==> src/rtl/fwd_pkg.sv <==
package fwd_pkg;

    localparam int IR_W  = 32;
    localparam int OPC_W = 6;
    localparam int RIX_W = 5;

    localparam logic [OPC_W-1:0] OPC_RR = 6'd0;
    localparam logic [OPC_W-1:0] OPC_RI = 6'd1;
    localparam logic [OPC_W-1:0] OPC_LD = 6'd2;
    localparam logic [OPC_W-1:0] OPC_ST = 6'd3;
    localparam logic [OPC_W-1:0] OPC_BR = 6'd4;

    typedef enum logic [2:0] {
        SEL_REG   = 3'd0,
        SEL_ALT   = 3'd1,
        SEL_EXMEM = 3'd2,
        SEL_WBALU = 3'd3,
        SEL_WBLMD = 3'd4
    } opsel_e;

    typedef enum logic [2:0] {
        CL_RR, CL_RI, CL_LD, CL_ST, CL_BR, CL_NONE
    } iclass_e;

    typedef struct packed {
        iclass_e            cls;
        logic [RIX_W-1:0]   src_hi;
        logic [RIX_W-1:0]   src_lo;
        logic [RIX_W-1:0]   dst;
        logic               dst_vld;
    } idec_t;

    function automatic iclass_e classify(input logic [OPC_W-1:0] opc);
        case (opc)
            OPC_RR:  return CL_RR;
            OPC_RI:  return CL_RI;
            OPC_LD:  return CL_LD;
            OPC_ST:  return CL_ST;
            OPC_BR:  return CL_BR;
            default: return CL_NONE;
        endcase
    endfunction

    // MSB-first field numbering: bits 0-5 -> [31:26], 6-10 -> [25:21],
    // 11-15 -> [20:16], 16-20 -> [15:11]
    function automatic idec_t decode(input logic [IR_W-1:0] ir);
        idec_t d;
        d.cls    = classify(ir[31:26]);
        d.src_hi = ir[25:21];
        d.src_lo = ir[20:16];
        case (d.cls)
            CL_RR:        d.dst = ir[15:11];
            CL_RI, CL_LD: d.dst = ir[20:16];
            default:      d.dst = '0;
        endcase
        d.dst_vld = (d.dst != '0);
        return d;
    endfunction

endpackage

==> src/rtl/fwd_decode.sv <==
module fwd_decode
    import fwd_pkg::*;
(
    input  logic [IR_W-1:0] ir,
    output idec_t           dec
);
    logic unused_low;
    assign unused_low = ^ir[10:0];
    assign dec = decode(ir);
endmodule

==> src/rtl/fwd_src_pick.sv <==
module fwd_src_pick
    import fwd_pkg::*;
#(
    parameter bit IS_UPPER = 1'b1
) (
    input  idec_t  cons,
    input  idec_t  exm,
    input  idec_t  wb,
    output opsel_e sel
);
    logic             uses_fwd;
    logic [RIX_W-1:0] idx;
    opsel_e           dflt;
    logic             hit_exm;
    logic             hit_wb;
    logic             unused_fields;

    assign unused_fields = ^{cons, exm, wb};

    generate
        if (IS_UPPER) begin : g_upper
            always_comb begin
                uses_fwd = (cons.cls == CL_RR) || (cons.cls == CL_RI) ||
                           (cons.cls == CL_LD) || (cons.cls == CL_ST);
                idx      = cons.src_hi;
                dflt     = (cons.cls == CL_BR) ? SEL_ALT : SEL_REG;
            end
        end else begin : g_lower
            always_comb begin
                uses_fwd = (cons.cls == CL_RR);
                idx      = cons.src_lo;
                dflt     = (cons.cls == CL_RR || cons.cls == CL_NONE) ? SEL_REG : SEL_ALT;
            end
        end
    endgenerate

    // a load still in the memory stage has no data yet
    assign hit_exm = uses_fwd && exm.dst_vld && (exm.cls != CL_LD) && (exm.dst == idx);
    assign hit_wb  = uses_fwd && wb.dst_vld && (wb.dst == idx);

    always_comb begin
        if (hit_exm)     sel = SEL_EXMEM;
        else if (hit_wb) sel = (wb.cls == CL_LD) ? SEL_WBLMD : SEL_WBALU;
        else             sel = dflt;
    end
endmodule

==> src/rtl/fwd_opmux.sv <==
module fwd_opmux
    import fwd_pkg::*;
#(
    parameter int XLEN = 32
) (
    input  opsel_e          sel,
    input  logic [XLEN-1:0] reg_v,
    input  logic [XLEN-1:0] alt_v,
    input  logic [XLEN-1:0] exm_v,
    input  logic [XLEN-1:0] wba_v,
    input  logic [XLEN-1:0] wbl_v,
    output logic [XLEN-1:0] y
);
    always_comb begin
        unique case (sel)
            SEL_ALT:   y = alt_v;
            SEL_EXMEM: y = exm_v;
            SEL_WBALU: y = wba_v;
            SEL_WBLMD: y = wbl_v;
            default:   y = reg_v;
        endcase
    end
endmodule

==> src/rtl/alu_fwd_sel.sv <==
module alu_fwd_sel
    import fwd_pkg::*;
#(
    parameter int XLEN = 32
) (
    input  logic [IR_W-1:0] id_ir,
    input  logic [IR_W-1:0] exm_ir,
    input  logic [IR_W-1:0] wb_ir,
    input  logic [XLEN-1:0] reg_a,
    input  logic [XLEN-1:0] reg_b,
    input  logic [XLEN-1:0] npc,
    input  logic [XLEN-1:0] imm,
    input  logic [XLEN-1:0] exm_alu,
    input  logic [XLEN-1:0] wb_alu,
    input  logic [XLEN-1:0] wb_lmd,
    output logic [2:0]      sel_hi,
    output logic [2:0]      sel_lo,
    output logic [XLEN-1:0] alu_hi,
    output logic [XLEN-1:0] alu_lo
);
    localparam int NSTG = 3;
    localparam int NOPD = 2;

    logic [NSTG-1:0][IR_W-1:0] ir_all;
    idec_t                     dec_all [NSTG];
    logic [NOPD-1:0][XLEN-1:0] reg_vals;
    logic [NOPD-1:0][XLEN-1:0] alt_vals;
    logic [NOPD-1:0][XLEN-1:0] res_vals;
    opsel_e                    sel_vals [NOPD];

    assign ir_all   = {wb_ir, exm_ir, id_ir};
    assign reg_vals = {reg_b, reg_a};
    assign alt_vals = {imm, npc};

    generate
        for (genvar s = 0; s < NSTG; s++) begin : g_dec
            fwd_decode u_dec (
                .ir  (ir_all[s]),
                .dec (dec_all[s])
            );
        end

        for (genvar k = 0; k < NOPD; k++) begin : g_opd
            fwd_src_pick #(.IS_UPPER(k == 0)) u_pick (
                .cons (dec_all[0]),
                .exm  (dec_all[1]),
                .wb   (dec_all[2]),
                .sel  (sel_vals[k])
            );
            fwd_opmux #(.XLEN(XLEN)) u_mux (
                .sel   (sel_vals[k]),
                .reg_v (reg_vals[k]),
                .alt_v (alt_vals[k]),
                .exm_v (exm_alu),
                .wba_v (wb_alu),
                .wbl_v (wb_lmd),
                .y     (res_vals[k])
            );
        end
    endgenerate

    assign sel_hi = sel_vals[0];
    assign sel_lo = sel_vals[1];
    assign alu_hi = res_vals[0];
    assign alu_lo = res_vals[1];
endmodule

==> config.mk <==
export PLATFORM = sky130hd
export DESIGN_NAME = alu_fwd_sel
export DESIGN_NICKNAME = d
export VERILOG_FILES = /design/src/rtl/fwd_pkg.sv /design/src/rtl/fwd_decode.sv /design/src/rtl/fwd_src_pick.sv /design/src/rtl/fwd_opmux.sv /design/src/rtl/alu_fwd_sel.sv
export SDC_FILE = /design/constraint.sdc
export NUM_CORES = 1
export LEC_CHECK = 0
export ABC_AREA = 1
export BUFFER_PORTS_ARGS = -buffer_cell sky130_fd_sc_hd__buf_2
export CAP_MARGIN = 20
export CELL_PAD_IN_SITES_DETAIL_PLACEMENT = 0
export CELL_PAD_IN_SITES_GLOBAL_PLACEMENT = 1
export CORE_AREA = 2 2 151 153
export DETAILED_ROUTE_END_ITERATION = 16
export DIE_AREA = 0 0 153 155
export MAX_ROUTING_LAYER = met4
export PLACE_DENSITY_LB_ADDON = 0.1
export SETUP_SLACK_MARGIN = 0.05
export SYNTH_ARGS = -nofsm -noshare
export SYNTH_HDL_FRONTEND = slang
export SYNTH_HIERARCHICAL = 1
export SYNTH_SLANG_ARGS = --single-unit
==> constraint.sdc <==
create_clock -name vclk -period 6.2
set_input_delay 0.93 -clock vclk [all_inputs]
set_output_delay 0.93 -clock vclk [all_outputs]
set_load 0.02 [all_outputs]
-- Word-level counts from Yosys, hierarchy flattened
Cells that the tools add are included.
- output and inout port bits: 70
- latch bits: 0
- bits of input ports: 320
- memory bits (writable): 0
- memories: 0
- ROM bits: 0
- word-level logic and storage cells: 72
- bits in registers: 0
- bitwise operators: 0
- magnitude comparators: 0
- multiply operators: 0
- div/mod/pow operators: 0
- multiplexer cells: 14
- shift-type cells: 0
- reductions and logical operators: 24
- add/subtract/negate cells: 0
- eq/ne operators: 34
- operators with widths (operator ; number):
    $pmux W32 S4 ; 2
    $pmux W3 S5 ; 3
    $eq A6 B2 Y1 const B ; 6
    $eq A3 B2 Y1 const B ; 8
    $eq A5 B5 Y1 ; 4
    $pmux W5 S2 ; 2
    $eq A6 B1 Y1 const B ; 3
    $eq A6 B3 Y1 const B ; 3
    $logic_not A6 Y1 ; 3
    $eq A3 B1 Y1 const B ; 5
    $mux W3 ; 5
    $eq A3 B3 Y1 const B ; 4
    $logic_and A1 B1 Y1 ; 10
    $reduce_bool A5 Y1 ; 2
    $logic_not A3 Y1 ; 3
    $logic_or A1 B1 Y1 ; 4
    $reduce_or A2 Y1 ; 2
    $ne A3 B2 Y1 const B ; 1
    $mux W1 ; 2

-- Logic depth before layout (Yosys ltp)
Gate-level depths: netlist of run 1.
- depth in word-level cells: 12
- mapped depth: 23
- depth with buffers taken out: 21

-- Modules after synthesis
The synthesis of run 1 kept the hierarchy.
- modules (own cells, without submodules) (module ; area an instance (µm²) ; seq. area each (µm²) ; times used ; cells an instance):
    fwd_opmux ; 1855.5 ; 0.0 ; 2 ; 337
    fwd_decode ; 264.0 ; 0.0 ; 3 ; 45
    fwd_src_pick at g_opd[0].u_pick ; 295.3 ; 0.0 ; 1 ; 65
    fwd_src_pick at g_opd[1].u_pick ; 295.3 ; 0.0 ; 1 ; 62

-- Least setup slack after synthesis of run 1
OpenSTA, ideal clock, no wires.
- path kind: input -> output
- start: input wb_ir[27]
- end: output alu_hi[16]
- arrival: 3.601 ns
- buffers on the path: 2
- setup slack: 1.669 ns
- stages: 17
- data required time: 5.270 ns
- path through: nor2_1 nand3_1 o21ai_2 inv_2 nand3_1 inv_1 nor2_1 nand2_1 nor2_4 nand3_2 o21ai_0 buf_6 buf_4 nand4_1 nand2_1 nor2_1 nand2_1
- RTL lines (what ; RTL line ; text):
    start: declaration ; alu_fwd_sel.sv:8 ; input logic [IR_W-1:0] wb_ir,
    end: declaration ; alu_fwd_sel.sv:18 ; output logic [XLEN-1:0] alu_hi,

==> impl_results.md, run 1 <==
- Pins Over Slew Limit: 0
- DIE AREA: 0.0237 mm^2
- Total power: 0.297 mW
- Layout clock buffers: 0
- Final HPWL DP: 19700 um
- First-pass GRT wire length: 40200 um
- Final hold viol count: 0
- P per Cell Area: 48.0 mW/mm^2
- Mapped Cells: 890
- Hold Buf Count CTS: 0
- Slowest stage cell, crit path: inv_2
- WL final: 26500 um
- Grt met2 use: 37.2%
- CP top delay family: simple AND/OR/NAND/NOR gates
- Tightest Pin Transition: 1020 ps
- Cell Area, Synth: 0.00481 mm^2
- Multi-input logic area: 0.00376 mm^2
- FF+latch count: 0
- Cell repeated most along the worst path: nand2_1
- 1st-iter DRT viols: 502
- Req. time, crit path: 5270 ps
- PortBufs: 342
- Die H: 155 um
- YS warnings: 6
- Via count: 7232
- Area grow syn2layout: 28.5%
- Layout cells sized above 1: 36.0%
- Antenna violations before repair: 9
- Initial Util: 21.6%
- Final hold slack: 2200 ps
- Setup_tns: 0 ps
- Syn nets: 1210
- I/O Pins: 390
- Setup Buffers After CTS: 0
- Die Width: 153 um
- Worst path max stage delay: 570 ps
- Max-slew headroom: 32.0%
- Endpoints failing setup: 0
- RSZ-0062 raised after global routing: false
- Startpoint Class: input pin
- Register area: 0 um^2
- Max VDD drop: 0.0243 mV
- Outcome: completed
- Fin util: 27.8%
- Final Cell Area: 0.00618 mm^2
- Crit Path Class: in2out
- Max Cap Violations: 0
- PostCTS Resize Cnt: 0
- Vias in the first global route: 6989
- Total GRT Usage: 21.5%
- Post-DRT Antenna Nets: 0
- Avg Inst Size Synth: 5.40 um^2
- Max frequency: 189 MHz
- Leakage: 3.56 nW
- Core Rows: 55
- Filler cells: 2741
- Placed cell area: 0.00616 mm^2
- Core area: 0.0222 mm^2
- GR peak layer: met2
- M1 GR Usage: 28.1%
- Buf/Inv on CP: 4
- Min Tclk post-route: 5290 ps
- Routability cong.: 0.852
- Setup crit end kind: output port
- Nets: 1472
- Wire per inst: 18.4 um
- DR pass1 iterations: 5
- Crit-path max FO: 32
- Routing usage on met3: 2.17%
- DRC Markers: 0
- Crit path arrival time: 4360 ps
- CP Cell Sequence: buf_2 > nor2_4 > nand3_2 > nand2_2 > nand2_1 > nand2_1 > nor2_1 > nand3_1 > inv_1 > nor2_1 > nand2_1 > nor3_1 > nand2_1 > o21ai_4 > inv_2 > nand4_1 > nand2_1 > nor2_1 > nand2_1 > buf_2
- Largest net degree at the start of global routing: 51
- Period utilisation layout: 85.3%
- Worst min path class: in2out
- Via density per instance: 5.01
- Gr ovfl total: 0
per-layer routing:
metal	routed length (um)	up-vias
li1	-	3645
met3	1560	16
met1	11800	3281
met2	12900	290
met5	0	-
met4	255	0
cells in the final DEF, fill, tap and decap left out:
| master | instances |
|---|---|
| buf_2 | 342 |
| nand2_1 | 253 |
| nand4_1 | 202 |
| nand3_1 | 137 |
| nor2_1 | 87 |
| inv_1 | 41 |
| nand2_2 | 14 |
| nor2_4 | 13 |
| buf_4 | 13 |
| inv_2 | 12 |
| diode_2 | 9 |
| nand3_2 | 6 |
| o2111ai_1 | 3 |
| o21ai_4 | 3 |
| nor2_2 | 3 |
| o21ai_2 | 2 |
| inv_4 | 2 |
| o21ai_1 | 2 |
| nor3_1 | 2 |
| nand3b_1 | 2 |
| a21oi_4 | 2 |
| xor2_1 | 2 |
| xnor2_1 | 2 |
| buf_12 | 1 |
| nor3b_1 | 1 |
| o21ai_0 | 1 |
| clkinv_1 | 1 |
| nand2_4 | 1 |
final cells by class:
cell class	instances	area share, %
diodes	9	0.364
inverters	56	3.48
multi-input cells	738	60.8
well taps	285	5.77
repair buffers	356	29.6
path summary, 6_finish.rpt:
| check | from | to | slack [ps] | depth (start not counted) |
|---|---|---|---|---|
| max | exm_ir[31] | alu_hi[24] | 910 | 20 |
| min | reg_a[29] | alu_hi[29] | 2200 | 4 |
report_power, final:
group          switching (mW)  leakage (nW)   total (mW)  internal (mW)
combinational           0.175          3.56        0.297          0.122
sequential                  0             0            0              0
clock                       0     0.0000570  0.000000194    0.000000194
through the flow:
| step | worst slack [ps] | std cells |
|---|---|---|
| finish | 910 | 1444 |
| global route | 488 | 1444 |
| CTS | 889 | 1435 |
| global placement | 876 | 1435 |
| detailed placement | 889 | 1435 |
| floorplan | 1670 | 890 |
(Power assumes the default switching activity.)
==> run 2: changes to the inputs <==
PLACE_DENSITY_LB_ADDON = 0.3   (was 0.1)
==> run 2 against run 1 <==
  * Power grew 1.3%
  * Utilization is 0.056 points higher
  * Fmax fell by 0.66%
  * Largest cell class unchanged
==> impl_results.md, run 2 (synthesis results as in run 1) <==
- Worst path max stage delay: 540 ps (-30 ps)
- CP top delay family: simple AND/OR/NAND/NOR gates
- Initial Util: 21.6% (unchanged)
- DRC Markers: 0 (unchanged)
- Gr ovfl total: 0 (unchanged)
- Crit path arrival time: 4400 ps (+40 ps)
- First-pass GRT wire length: 39000 um (-3.0%)
- Register area: 0 um^2 (unchanged)
- Crit-path max FO: 32 (unchanged)
- Filler cells: 2688 (-1.9%)
- Stages on worst setup path: 20 (unchanged)
- Post-DRT Antenna Nets: 0 (unchanged)
- Core area: 0.0222 mm^2 (unchanged)
- Die Width: 153 um (unchanged)
- Tightest Pin Transition: 739 ps (-278 ps)
- Cell repeated most along the worst path: nand2_1
- Max-slew headroom: 50.6% (+19 points)
- 1st-iter DRT viols: 417 (-17%)
- FF+latch count: 0 (unchanged)
- Layout clock buffers: 0 (unchanged)
- Layout cells sized above 1: 36.1% (+0.11 points)
- CP Cell Sequence: buf_2 > nor2_4 > nand3_2 > nand2_2 > nand2_1 > nand2_1 > nor2_1 > nand3_1 > inv_1 > nor2_1 > nand2_1 > nor3_1 > nand2_1 > nand2_1 > nor2_4 > nor2_4 > nand2_2 > nand3_1 > nand2_1 > buf_2
- Max Cap Violations: 0 (unchanged)
- Via density per instance: 5.15 (+2.8%)
- Max frequency: 188 MHz (-0.66%)
- Hold path depth: 4 (unchanged)
- Pins Over Slew Limit: 0 (unchanged)
- Final hold viol count: 0 (unchanged)
- I/O Pins: 390 (unchanged)
- Commonest non-fill, non-tap cell in the layout: buf_2
- Outcome: completed
- Vias in the first global route: 6962 (-0.39%)
- Slowest stage cell, crit path: nand2_2
- Wire per inst: 17.9 um (-2.4%)
- Buf/Inv on CP: 3 (-1)
- Crit Path Class: in2out
- Period utilisation layout: 85.9% (+0.57 points)
- Hold Buf Count CTS: 0 (unchanged)
- Die H: 155 um (unchanged)
- Nets: 1474 (+0.14%)
- Routability cong.: 0.825 (-3.2%)
- Endpoints failing setup: 0 (unchanged)
- Most frequent cells in the layout: buf_2 (342), nand2_1 (253), nand4_1 (202)
- RSZ-0062 raised after global routing: false
- DIE AREA: 0.0237 mm^2 (unchanged)
- Min Tclk post-route: 5330 ps (+35.2 ps)
- Final HPWL DP: 19100 um (-3.4%)
- Setup crit end kind: output port
- PortBufs: 342 (unchanged)
- Leakage: 3.58 nW (+0.48%)
- DR pass1 iterations: 4 (-1)
- Startpoint Class: input pin
- Worst min path class: in2out
- Antenna violations before repair: 2 (-7)
- Total GRT Usage: 20.9% (-0.67 points)
- Largest net degree at the start of global routing: 65 (+27%)
- Req. time, crit path: 5270 ps (about the same)
- Via count: 7407 (+2.4%)
- Setup Buffers After CTS: 0 (unchanged)
- Setup_tns: 0 ps (unchanged)
- WL final: 25800 um (-2.7%)
- P per Cell Area: 48.5 mW/mm^2 (+1.1%)
- PostCTS Resize Cnt: 0 (unchanged)
- Max VDD drop: 0.0214 mV (-12%)
- Final hold slack: 2200 ps (+0.510 ps)
- Core Rows: 55 (unchanged)
- Area grow syn2layout: 28.8%
run 2: path summary, 6_finish.rpt:
check	startpoint	to
setup / recovery	exm_ir[31]	alu_hi[4]
hold / removal	reg_a[13]	alu_hi[13]
run 2: cell type report:
| class | count | area (um^2) | share of cell area, % |
|---|---|---|---|
| tap | 285 | 357 | 5.76 |
| multi-input combinational | 738 | 3750 | 60.6 |
| antenna | 2 | 5.00 | 0.0808 |
| inverter | 56 | 215 | 3.47 |
| timing repair buffer | 358 | 1860 | 30.1 |
run 2: power breakdown:
part	internal, mW	leakage (nW)	switching (mW)
Sequential	0	0	0
Combinational	0.123	3.58	0.177
Clock	0.0000000431	0.0000127	0
Total	0.123	3.58	0.177
run 2: per-layer routing:
metal  vias up  global-route usage, %  wire length (um)
met3        24                   2.45              1710
li1       3634                      -                 -
met2       344                   36.2             12800
met5         -                      -                 0
met4         0                   4.06               340
met1      3405                   26.4             11000
run 2: stage by stage:
| step | utilization, % | cell area, um^2 | setup slack [ps] | power [mW] | std cells |
|---|---|---|---|---|---|
| after global placement | 27.7 | 6160 | 902 | 0.298 | 1436 |
| after detailed placement | 27.7 | 6160 | 884 | 0.299 | 1436 |
| after global routing | 27.9 | 6190 | 498 | 0.329 | 1439 |
| after CTS | 27.7 | 6160 | 873 | 0.300 | 1436 |
| after floorplan | - | 4810 | 1670 | 0.163 | 890 |
| final | 27.9 | 6190 | 875 | 0.301 | 1439 |
run 2: worst min-delay path, delay by kind of cell:
kind | cells | cell delay (ps)
buf+inv | 2 | 220
simple gates | 2 | 120
